`config.mk`:
```
export PLATFORM = sky130hd
export DESIGN_NAME = stkseq_top
export DESIGN_NICKNAME = d
export VERILOG_FILES = /design/src/rtl/stkseq_pkg.sv /design/src/rtl/stkseq_decode.sv /design/src/rtl/stkseq_agen.sv /design/src/rtl/stkseq_ctrl.sv /design/src/rtl/stkseq_top.sv
export SDC_FILE = /design/constraint.sdc
export NUM_CORES = 1
export LEC_CHECK = 0
export BUFFER_PORTS_ARGS = -buffer_cell sky130_fd_sc_hd__buf_2
export CAP_MARGIN = 5
export CORE_AREA = 2 2 143 145
export CTS_CLUSTER_DIAMETER = 60
export DETAILED_ROUTE_END_ITERATION = 12
export DIE_AREA = 0 0 145 147
export GPL_TIMING_DRIVEN = 1
export REMOVE_ABC_BUFFERS = 1
export SYNTH_ARGS = -nofsm -noshare
export SYNTH_HDL_FRONTEND = slang
export SYNTH_HIERARCHICAL = 1
export SYNTH_SLANG_ARGS = --single-unit
```
`constraint.sdc`:
```
create_clock -name clk -period 6.1 [get_ports clk]
set_clock_uncertainty 0.1 [all_clocks]
set_input_delay 0.61 -clock clk [delete_from_list [all_inputs] [get_ports clk]]
set_output_delay 0.61 -clock clk [all_outputs]
set_load 0.05 [all_outputs]
```
`src/rtl/stkseq_pkg.sv`:
```
package stkseq_pkg;

  typedef enum logic [1:0] {
    UOP_STORE  = 2'd0,
    UOP_LOAD   = 2'd1,
    UOP_SP_ADD = 2'd2,
    UOP_SP_SUB = 2'd3
  } uop_kind_t;

  typedef enum logic [1:0] {
    SQ_IDLE = 2'd0,
    SQ_MEM  = 2'd1,
    SQ_UPD  = 2'd2
  } seq_state_t;

  // Ascending layout: a push grows upward, or a pop unwinds a downward stack.
  function automatic logic stack_ascends(input logic pop, input logic [7:0] opt);
    return pop ? ~opt[6] : opt[7];
  endfunction

endpackage

```
`src/rtl/stkseq_decode.sv`:
```
module stkseq_decode #(
  parameter int REG_W = 5,
  parameter int AW    = 32,
  parameter int LSZ_W = 2,
  localparam int CNT_W = REG_W + 1
) (
  input  logic             is_pop,
  input  logic [REG_W-1:0] first_reg,
  input  logic [7:0]       opt_byte,
  input  logic [LSZ_W-1:0] log_size,
  output logic [REG_W-1:0] last_reg,
  output logic             ascending,
  output logic [CNT_W-1:0] count,
  output logic [AW-1:0]    upd_imm
);
  import stkseq_pkg::*;

  always_comb begin
    last_reg  = opt_byte[REG_W-1:0];
    ascending = stack_ascends(is_pop, opt_byte);
    if (last_reg >= first_reg)
      count = {1'b0, last_reg} - {1'b0, first_reg} + CNT_W'(1);
    else
      count = '0;
    upd_imm = AW'(count) << log_size;
  end

endmodule

```
`src/rtl/stkseq_agen.sv`:
```
module stkseq_agen #(
  parameter int REG_W = 5,
  parameter int AW    = 32,
  parameter int LSZ_W = 2,
  localparam int CNT_W = REG_W + 1
) (
  input  logic             pop,
  input  logic             ascending,
  input  logic [REG_W-1:0] first_reg,
  input  logic [REG_W-1:0] last_reg,
  input  logic [AW-1:0]    sp_base,
  input  logic [LSZ_W-1:0] log_size,
  input  logic [CNT_W-1:0] pos,
  output logic [REG_W-1:0] reg_idx,
  output logic [AW-1:0]    mem_addr
);

  function automatic logic [AW-1:0] slot_addr(input logic [AW-1:0] base,
                                               input logic [CNT_W-1:0] p,
                                               input logic [LSZ_W-1:0] lsz,
                                               input logic up);
    logic [AW-1:0] off;
    off = AW'(p) << lsz;
    if (up) return base + off;
    return base - (off + (AW'(1) << lsz));
  endfunction

  always_comb begin
    if (pop) reg_idx = last_reg - pos[REG_W-1:0];
    else     reg_idx = first_reg + pos[REG_W-1:0];
    mem_addr = slot_addr(sp_base, pos, log_size, ascending);
  end

endmodule

```
`src/rtl/stkseq_ctrl.sv`:
```
module stkseq_ctrl #(
  parameter int REG_W = 5,
  localparam int CNT_W = REG_W + 1
) (
  input  logic             clk,
  input  logic             rst_n,
  input  logic             accept,
  input  logic [CNT_W-1:0] count_in,
  input  logic             uop_ready,
  output stkseq_pkg::seq_state_t state,
  output logic [CNT_W-1:0] pos,
  output logic             fire,
  output logic             done
);
  import stkseq_pkg::*;

  logic [CNT_W-1:0] count_q;
  logic             last_mem;

  assign fire     = (state != SQ_IDLE) && uop_ready;
  assign done     = (state == SQ_UPD) && uop_ready;
  assign last_mem = (pos == count_q - CNT_W'(1));

  always_ff @(posedge clk) begin
    if (!rst_n) begin
      state   <= SQ_IDLE;
      pos     <= '0;
      count_q <= '0;
    end else begin
      case (state)
        SQ_IDLE: if (accept) begin
          count_q <= count_in;
          pos     <= '0;
          state   <= (count_in == '0) ? SQ_UPD : SQ_MEM;
        end
        SQ_MEM: if (uop_ready) begin
          if (last_mem) state <= SQ_UPD;
          else          pos   <= pos + CNT_W'(1);
        end
        SQ_UPD: if (uop_ready) state <= SQ_IDLE;
        default: state <= SQ_IDLE;
      endcase
    end
  end

endmodule

```
`src/rtl/stkseq_top.sv`:
```
module stkseq_top #(
  parameter int REG_W = 5,
  parameter int AW    = 32,
  parameter int LSZ_W = 2,
  localparam int CNT_W = REG_W + 1
) (
  input  logic             clk,
  input  logic             rst_n,
  input  logic             start,
  output logic             start_ready,
  input  logic             is_pop,
  input  logic [REG_W-1:0] first_reg,
  input  logic [7:0]       opt_byte,
  input  logic [REG_W-1:0] sp_idx,
  input  logic [AW-1:0]    sp_value,
  input  logic [LSZ_W-1:0] log_size,
  output logic             uop_valid,
  input  logic             uop_ready,
  output logic [1:0]       uop_kind,
  output logic [REG_W-1:0] uop_reg,
  output logic [AW-1:0]    uop_addr,
  output logic [AW-1:0]    uop_imm
);
  import stkseq_pkg::*;

  logic [REG_W-1:0] dec_last;
  logic             dec_asc;
  logic [CNT_W-1:0] dec_count;
  logic [AW-1:0]    dec_imm;

  logic             op_pop, op_asc;
  logic [REG_W-1:0] op_first, op_last, op_spidx;
  logic [AW-1:0]    op_sp, op_imm;
  logic [LSZ_W-1:0] op_lsz;

  seq_state_t       state;
  logic [CNT_W-1:0] pos;
  logic             seq_accept, seq_fire, seq_done;
  logic [REG_W-1:0] ag_reg;
  logic [AW-1:0]    ag_addr;

  assign start_ready = (state == SQ_IDLE);
  assign seq_accept  = start && start_ready;

  stkseq_decode #(.REG_W(REG_W), .AW(AW), .LSZ_W(LSZ_W)) u_dec (
    .is_pop    (is_pop),
    .first_reg (first_reg),
    .opt_byte  (opt_byte),
    .log_size  (log_size),
    .last_reg  (dec_last),
    .ascending (dec_asc),
    .count     (dec_count),
    .upd_imm   (dec_imm)
  );

  always_ff @(posedge clk) begin
    if (!rst_n) begin
      op_pop   <= 1'b0;
      op_asc   <= 1'b0;
      op_first <= '0;
      op_last  <= '0;
      op_spidx <= '0;
      op_sp    <= '0;
      op_imm   <= '0;
      op_lsz   <= '0;
    end else if (seq_accept) begin
      op_pop   <= is_pop;
      op_asc   <= dec_asc;
      op_first <= first_reg;
      op_last  <= dec_last;
      op_spidx <= sp_idx;
      op_sp    <= sp_value;
      op_imm   <= dec_imm;
      op_lsz   <= log_size;
    end
  end

  stkseq_ctrl #(.REG_W(REG_W)) u_ctrl (
    .clk       (clk),
    .rst_n     (rst_n),
    .accept    (seq_accept),
    .count_in  (dec_count),
    .uop_ready (uop_ready),
    .state     (state),
    .pos       (pos),
    .fire      (seq_fire),
    .done      (seq_done)
  );

  stkseq_agen #(.REG_W(REG_W), .AW(AW), .LSZ_W(LSZ_W)) u_agen (
    .pop       (op_pop),
    .ascending (op_asc),
    .first_reg (op_first),
    .last_reg  (op_last),
    .sp_base   (op_sp),
    .log_size  (op_lsz),
    .pos       (pos),
    .reg_idx   (ag_reg),
    .mem_addr  (ag_addr)
  );

  always_comb begin
    uop_valid = 1'b0;
    uop_kind  = UOP_STORE;
    uop_reg   = '0;
    uop_addr  = '0;
    uop_imm   = '0;
    case (state)
      SQ_MEM: begin
        uop_valid = 1'b1;
        uop_kind  = op_pop ? UOP_LOAD : UOP_STORE;
        uop_reg   = ag_reg;
        uop_addr  = ag_addr;
      end
      SQ_UPD: begin
        uop_valid = 1'b1;
        uop_kind  = op_asc ? UOP_SP_ADD : UOP_SP_SUB;
        uop_reg   = op_spidx;
        uop_imm   = op_imm;
      end
      default: ;
    endcase
  end

endmodule

```
Word-level counts from Yosys, hierarchy flattened
Index checks and enable logic that the tools add are counted.
{"block": "op_classes", "addsub": 9, "order_cmp": 1, "eq_ne": 8, "shifts": 3, "mux": 23, "bitwise_logic": 1, "reduce_logical": 8}
{"operator": "2-to-1 mux 32 bit", "count": 4}
{"operator": "adder 32 bit", "count": 2}
{"operator": "<< shifter 6 x 2 -> 32 bit", "count": 2}
{"operator": "<< shifter 1 x 2 -> 32 bit, first input constant", "count": 1}
{"operator": "subtractor 32 bit", "count": 1}
{"operator": "2-to-1 mux 6 bit", "count": 4}
{"operator": "adder 6 x 1 -> 6 bit, second input constant", "count": 2}
{"operator": "one-hot mux 6 bit (2 select lines)", "count": 1}
{"operator": "2-to-1 mux 2 bit", "count": 5}
{"operator": "one-hot mux 5 bit (2 select lines)", "count": 1}
{"operator": "AND reduction 4 bit", "count": 2}
{"operator": "equality test 6 bit", "count": 1}
{"operator": "logical NOT 6 bit", "count": 1}
{"operator": "inequality test 2 bit, second input constant", "count": 3}
{"operator": "one-hot mux 2 bit (3 select lines)", "count": 1}
{"operator": "subtractor 5 x 5 -> 6 bit", "count": 1}
{"operator": "subtractor 6 x 1 -> 6 bit, second input constant", "count": 1}
{"operator": "adder 5 bit", "count": 1}
{"operator": ">= comparator 5 bit", "count": 1}
{"operator": "2-to-1 mux 1 bit", "count": 5}
{"operator": "2-to-1 mux 5 bit", "count": 1}
{"operator": "subtractor 5 bit", "count": 1}
{"operator": "inequality test 2 x 1 -> 1 bit, second input constant", "count": 2}
{"operator": "one-hot mux 2 bit (2 select lines)", "count": 1}
{"operator": "8 further kinds", "count": 8}
{"block": "totals", "register_bits": 97, "in_bits": 57, "out_inout_bits": 73, "wordCells": 64}

Logic depth before layout (Yosys ltp)
Gate-level depths: netlist of run 1.
{"block": "logic_depth", "word_depth": 7, "mapped_depth": 16, "ltp_nobuf": 15}

Cells and area by module
Netlist of run 1, hierarchy kept.
{"mod": "stkseq_top", "instances": 1, "cells_per_inst": 469, "area_each_um2": 3762.4, "seq_area_each_um2": 1661.6}
{"mod": "stkseq_agen", "instances": 1, "cells_per_inst": 344, "area_each_um2": 2346.0, "seq_area_each_um2": 0.0}
{"mod": "stkseq_decode", "instances": 1, "cells_per_inst": 118, "area_each_um2": 854.6, "seq_area_each_um2": 0.0}
{"mod": "stkseq_ctrl", "instances": 1, "cells_per_inst": 94, "area_each_um2": 837.1, "seq_area_each_um2": 280.3}

Least setup slack after synthesis of run 1
No wires, ideal clock.
{"block": "synth_timing", "path_kind": "flip-flop to output port", "start": "register op_lsz[0]", "end": "output uop_addr[28]", "arrival_ns": 4.097, "required_time_ns": 5.390, "slack_ns": 1.293, "stages_incl_launch_ff": 17, "n_path_buf": 1, "path_cell_list": "dfxtp_1 > clkbuf_1 > nor2_1 > and2_1 > fa_1 > inv_1 > ha_1 > or2_2 > fa_1 > a21oi_1 > o21ai_0 > a21oi_1 > o21ai_0 > o21ai_0 > nand3_1 > xnor2_1 > and2_1"}
{"block": "synth_between", "elab_chain_cells": 5, "elab_cells_between_ends": 8, "cone_classes": "3 x add/sub; 2 x shift; 3 x mux"}
{"item": "start, declared", "line_no": "stkseq_top.sv:34", "text": "logic [LSZ_W-1:0] op_lsz;"}
{"item": "start signal, assigned", "line_no": "stkseq_top.sv:74", "text": "op_lsz <= log_size;"}
{"item": "<< shifter 6 x 2 -> 32 bit or << shifter 1 x 2 -> 32 bit (tied branches)", "line_no": "stkseq_agen.sv:23, stkseq_agen.sv:25"}
{"item": "adder 32 bit (on tied branches)", "line_no": "stkseq_agen.sv:25, stkseq_agen.sv:24"}
{"item": "subtractor 32 bit or 2-to-1 mux 32 bit (tied branches)", "line_no": "stkseq_agen.sv:25, stkseq_agen.sv:24"}
{"item": "2-to-1 mux 32 bit *", "line_no": "stkseq_agen.sv:25", "text": "return base - (off + (AW'(1) << lsz));"}
{"item": "via ag_addr[28]", "line_no": "stkseq_top.sv:40", "text": "logic [AW-1:0] ag_addr;"}
{"item": "2-to-1 mux 32 bit *", "line_no": "stkseq_top.sv:108", "text": "case (state)"}
{"item": "end, declared", "line_no": "stkseq_top.sv:21", "text": "output logic [AW-1:0] uop_addr,"}
The timed path passes the listed nets; every way through them passes the cells marked *. The select of a mux whose other input is x is not followed.

Worst setup path after layout of run 1
Same ends and word-level chain as after synthesis.

==> results.toml, run 1 <==
[clock_tree]
clock_latency_reported_for_the_late_side_of_the_worst_skew_pair_ps = 360
clockRootBuffer = "sky130_fd_sc_hd__clkbuf_16"
cts.repair.resized = 0
cts_post_setup_buffers_inserted = 0
max-clock-path-buffers = 2
tritoncts_clock_tree = "built"
h-tree-depth = 3
numCtsBuffers = 9
cts.sink_count = 97
hold_fix_buffers_at_cts = 0
cts.reportedPaths.clkPinSlew_ps = 80

[timing]
fin_setup_tns_ps = 0
timing.final.crit_period_ps = 5610
setup_violations = 0
tightestPinTransition_ps = 966
maxSlewHeadroom = 0.356
finalHoldViolations = 0
timing.fmax_mhz = 178
max_slew_violation_count = 0
grt_setup_unrepaired = "false"
period_share = 0.919

[min_path]
worst_hold_path.num_cells = 2
timing.hold.worst.class = "reg -> reg"
timing.hold.worst.start = "op_imm[5]"

[floorplan]
num_rows = 52
die_w_um = 145
floorplan.die_area_sq_um = 21300
start_util = 0.392
io_pins = 130
floorplan.core_area_sq_um = 19800
die_h_um = 147

[finish]
finalInstanceArea_sq_um = 8650
areaGrowthSynthToFinish_pct = 11.1
mostFrequentLayoutCell = "sky130_fd_sc_hd__buf_2"
final_layout_size_suffix_gt1_frac = 0.166
finish.net_count = 1214
commonest_non_fill_non_tap_cells_in_the_layout = "127 x sky130_fd_sc_hd__buf_2, 123 x sky130_fd_sc_hd__nand2_1, 97 x sky130_fd_sc_hd__dfxtp_1"
insertedDiodeCount = 0

[detailed_routing]
drtIter0Drc = 337
drt-total-wl_um = 19600
detail_route.drc_violations = 0
route.detailed.vias_per_inst = 5.10
dr.pass1.iters = 5
vias = 6994
avgRoutedWirePerCell_um = 14.3
antenna_left = 0

[placement]
place_hpwl_um = 13600
postPlaceCellArea_sq_um = 8330
port-buffer-count = 128
place_congestion = 0.866

[grt]
grt_overflow_total = 0
antenna_found_initial = 0
grt_pass1_vias = 6471
gr-usage-all-layers = 0.182
grt_start_max_net_pins = 87
grt_pass1_wl_um = 32300

[run]
max-cap-violations = 0

[setup_path]
rr_worst_depth = 10
cp_cell_sequence = "nor2_1 > and2_1 > fa_1 > inv_1 > ha_1 > or2_2 > fa_1 > a21oi_1 > o21ai_0 > a21oi_1 > o21ai_0 > o21ai_0 > nand3_1 > xnor2_1 > and2_1 > buf_2"
crit-reg2reg-launch = "u_ctrl/state[0]"
timing.critical_path.fanout_max = 12
crit_arrival_ps = 4900
worst_setup_path_start_kind = "flop"
cp.required_ps = 5390
end_kind = "output pin"
critical_path_type = "reg -> out"
timing.critical_path.slowest_stage_cell = "sky130_fd_sc_hd__dfxtp_1"
cpPeakStageDelay_ps = 580
dominant_cell_type_by_count_on_the_critical_path = "sky130_fd_sc_hd__o21ai_0"
critical_path.startpoint = "op_lsz[0]"

[power_and_ir_drop]
power_density_nw_per_um2 = 318
vdd.ir_drop.worst_mv = 0.249
power.static_leakage_nw = 3.79

[synth]
syn_avg_cell_area_sq_um = 7.61
total_number_of_yosys_warnings = 6
syn_inst = 1023
synth.cell_area_sq_um = 7780

[outcome]
status = "finished, final reports clean"
[report_power, final]
group | switching (W) | leakage (nW) | internal [W]
registers | 0.0000888 | 0.795 | 0.000717
clock network | 0.000295 | 0.153 | 0.000331
logic | 0.000861 | 2.84 | 0.000461
total | 0.00124 | 3.79 | 0.00151
[through the flow]
stage	hold slack, ps	util	instances	setup WS, ps	power [W]
after floorplan	324	-	947	638	0.00179
after global placement	333	0.420	1356	919	0.00213
after detailed placement	335	0.420	1356	838	0.00215
after CTS	349	0.436	1372	465	0.00278
after global routing	369	0.436	1372	157	0.00295
final	344	0.436	1372	495	0.00275
[critical path, delay by kind of cell, from the launching register on]
kind / cells / cell delay [ps]
fa+ha+maj: 3 / 1110
xor+xnor: 1 / 140
simple gates: 5 / 950
buf+inv: 2 / 300
compound gates: 5 / 1450
flops: 1 / 580
[registers in the layout, summed over array words and instances (netlist names)]
register        count
u_ctrl/pos          6
op_lsz              2
op_spidx            5
op_first            5
u_ctrl/count_q      6
op_imm             32
op_sp              32
u_ctrl/state        2
op_last             5
op_pop              1
op_asc              1
[layout make-up]
class                           instances  area (sq um)
Fill cell                            2072         11200
Multi-Input combinational cell        789          5090
Sequential cell                        97          1940
Timing Repair Buffer                  139           726
Tap cell                              270           338
Inverter                               61           229
Clock buffer                            9           225
Clock inverter                          7          93.8
[final timing paths]
kind	endpoint	slack, ps
max	uop_addr[28]	490
min	op_imm[5]	340
max reg2reg	u_ctrl/pos[5]	2880
min reg2reg	op_imm[5]	340
[routing by layer]
| metal | share of wire | global-route usage | vias to the layer above |
|---|---|---|---|
| li1 | - | - | 3647 |
| met1 | 0.49 | 0.245 | 3187 |
| met2 | 0.45 | 0.298 | 141 |
| met3 | 0.045 | 0.0357 | 19 |
| met4 | 0.013 | 0.0475 | 0 |
| met5 | 0 | 0 | - |
No activity file was read; power rests on OpenSTA's default activity.
==> run 2, diff against run 1 <==
RECOVER_POWER = 100   (was default)
==> results.toml, run 2 (same netlist as run 1, synthesis figures left out) <==
[run]
max-cap-violations = 2

[power_and_ir_drop]
sw_frac_of_total = 0.454
power.static_leakage_nw = 3.47
power.clock.fraction = 0.231
seq_power_share = 0.297
internal_power_w = 0.00148
power_density_nw_per_um2 = 318
vdd.ir_drop.worst_mv = 0.229
power.share.combinational = 0.472
switching_power_w = 0.00123
finalPower_w = 0.00271

[detailed_routing]
drt-total-wl_um = 19700
highest-signal-layer = "met4"
detail_route.drc_violations = 0
dr.pass1.iters = 5
avgRoutedWirePerCell_um = 14.3
antenna_left = 0
wl_met2_um = 8880
wl_met3_um = 797
route.detailed.vias_per_inst = 5.11
drtIter0Drc = 325
routed_length_on_met1_um = 9700
vias = 7009

[clock_tree]
max-clock-path-buffers = 2
tritoncts_clock_tree = "built"
clockRootBuffer = "sky130_fd_sc_hd__clkbuf_16"
cts.reportedPaths.clkPinSlew_ps = 80
clock_latency_reported_for_the_late_side_of_the_worst_skew_pair_ps = 360
cts.sink_count = 97
numCtsBuffers = 9
cts_post_setup_buffers_inserted = 0
h-tree-depth = 3
hold_fix_buffers_at_cts = 0
cts.repair.resized = 0

[setup_path]
worst_setup_path_start_kind = "flop"
cpPeakStageDelay_ps = 570
timing.critical_path.slowest_stage_cell = "sky130_fd_sc_hd__dfxtp_1"
timing.critical_path.depth = 15
rr_worst_depth = 10
path_buf_inv = 2
dominant_cell_type_by_count_on_the_critical_path = "sky130_fd_sc_hd__o21ai_0"
critical_path_type = "reg -> out"
cp.required_ps = 5390
cp_cell_sequence = "nor2_1 > and2_1 > fa_1 > inv_1 > ha_1 > or2_2 > fa_1 > a21oi_1 > o21ai_0 > a21oi_1 > o21ai_0 > o21ai_0 > xor2_1 > and2_1 > clkbuf_1"
timing.critical_path.fanout_max = 12
end_kind = "output pin"
critical_path.top_delay_family = "compound AO/OA/AOI/OAI gates"
crit_arrival_ps = 5000

[timing]
setup_violations = 0
fin_setup_tns_ps = 0
tightestPinTransition_ps = 3360
timing.final.crit_period_ps = 5710
grt_setup_unrepaired = "false"
timing.fmax_mhz = 175
max_slew_violation_count = 172
finalHoldViolations = 0
maxSlewHeadroom = -1.24
period_share = 0.936

[finish]
insertedDiodeCount = 0
final_layout_size_suffix_gt1_frac = 0.103
n_fill_cell = 2111
finish.net_count = 1214
mostFrequentLayoutCell = "sky130_fd_sc_hd__nand2_1"
post_layout_nonfiller_instances = 1372
reg_top3 = "op_imm x32, op_sp x32"
commonest_non_fill_non_tap_cells_in_the_layout = "123 x sky130_fd_sc_hd__nand2_1, 107 x sky130_fd_sc_hd__o21ai_0, 97 x sky130_fd_sc_hd__dfxtp_1"
areaGrowthSynthToFinish_pct = 9.56

[grt]
grt_pass1_wl_um = 32300
grt_overflow_total = 0
grt_start_max_net_pins = 87
gr-usage-all-layers = 0.182
antenna_found_initial = 0
grt_pass1_vias = 6471

[floorplan]
die_h_um = 147
die_w_um = 145
floorplan.core_area_sq_um = 19800
num_rows = 52
start_util = 0.392
floorplan.die_area_sq_um = 21300
io_pins = 130

[placement]
place_congestion = 0.866
port-buffer-count = 128
numPlacedInstances = 1356
place_hpwl_um = 13600

[min_path]
worst_hold_path.num_cells = 2
timing.hold.worst.class = "reg -> reg"

[outcome]
violated_checks = "max-capacitance violations, max-slew violations"
status = "finished, violations left"
## run 2: cell types whose count changed in the layout (fill, tap and decap cells not counted), sizes merged
cell and delta:
buf -72, clkbuf +72
## run 2: power by group through the flow
stage | clock network, W | registers (W) | logic (W)
2_1_floorplan | 0 | 0.000806 | 0.000980
3_3_place_gp | 0 | 0.000818 | 0.00131
3_5_place_dp | 0 | 0.000819 | 0.00133
4_1_cts | 0.000642 | 0.000805 | 0.00133
5_1_grt | 0.000670 | 0.000822 | 0.00142
6_report | 0.000626 | 0.000807 | 0.00128
## run 2: layout make-up
| type | count | area, sq um | area share |
|---|---|---|---|
| Sequential cell | 97 | 1940 | 0.228 |
| Clock buffer | 9 | 225 | 0.0264 |
| Tap cell | 270 | 338 | 0.0396 |
| Clock inverter | 7 | 93.8 | 0.0110 |
| Inverter | 61 | 229 | 0.0268 |
| Multi-Input combinational cell | 789 | 5070 | 0.594 |
| Timing Repair Buffer | 139 | 632 | 0.0741 |
## run 2: worst register-to-register path: stages, from the launching register on
cell	delay, ps
sky130_fd_sc_hd__dfxtp_1	390
sky130_fd_sc_hd__inv_1	130
sky130_fd_sc_hd__ha_1	210
sky130_fd_sc_hd__and2_2	150
sky130_fd_sc_hd__clkbuf_1	2330
sky130_fd_sc_hd__nor2b_1	480
sky130_fd_sc_hd__a21oi_1	60
sky130_fd_sc_hd__nor2_1	100
sky130_fd_sc_hd__o41ai_1	230
sky130_fd_sc_hd__or3_2	510
sky130_fd_sc_hd__a21oi_1	140
## run 2: worst paths after layout
check                        from       endpoint  slack [ps]
setup / recovery        op_lsz[0]   uop_addr[20]         390
hold / removal         op_imm[12]     op_imm[12]         350
setup reg to reg  u_ctrl/state[0]  u_ctrl/pos[5]        1190
hold reg to reg        op_imm[12]     op_imm[12]         350
## run 2: through the flow
stage                     setup slack, ps  instance area, sq um  hold WS (ps)   util
after floorplan                       638                  7260           324      -
after global placement                919                  8330           333  0.420
after detailed placement              838                  8330           335  0.420
after CTS                             465                  8650           349  0.436
after global routing                  103                  8530           385  0.430
final                                 390                  8530           354  0.430
## run 2: metal layers
layer	up-vias	global-route usage
met1	3202	0.245
met4	0	0.0475
met5	-	0
met2	139	0.298
met3	19	0.0357
li1	3649	-
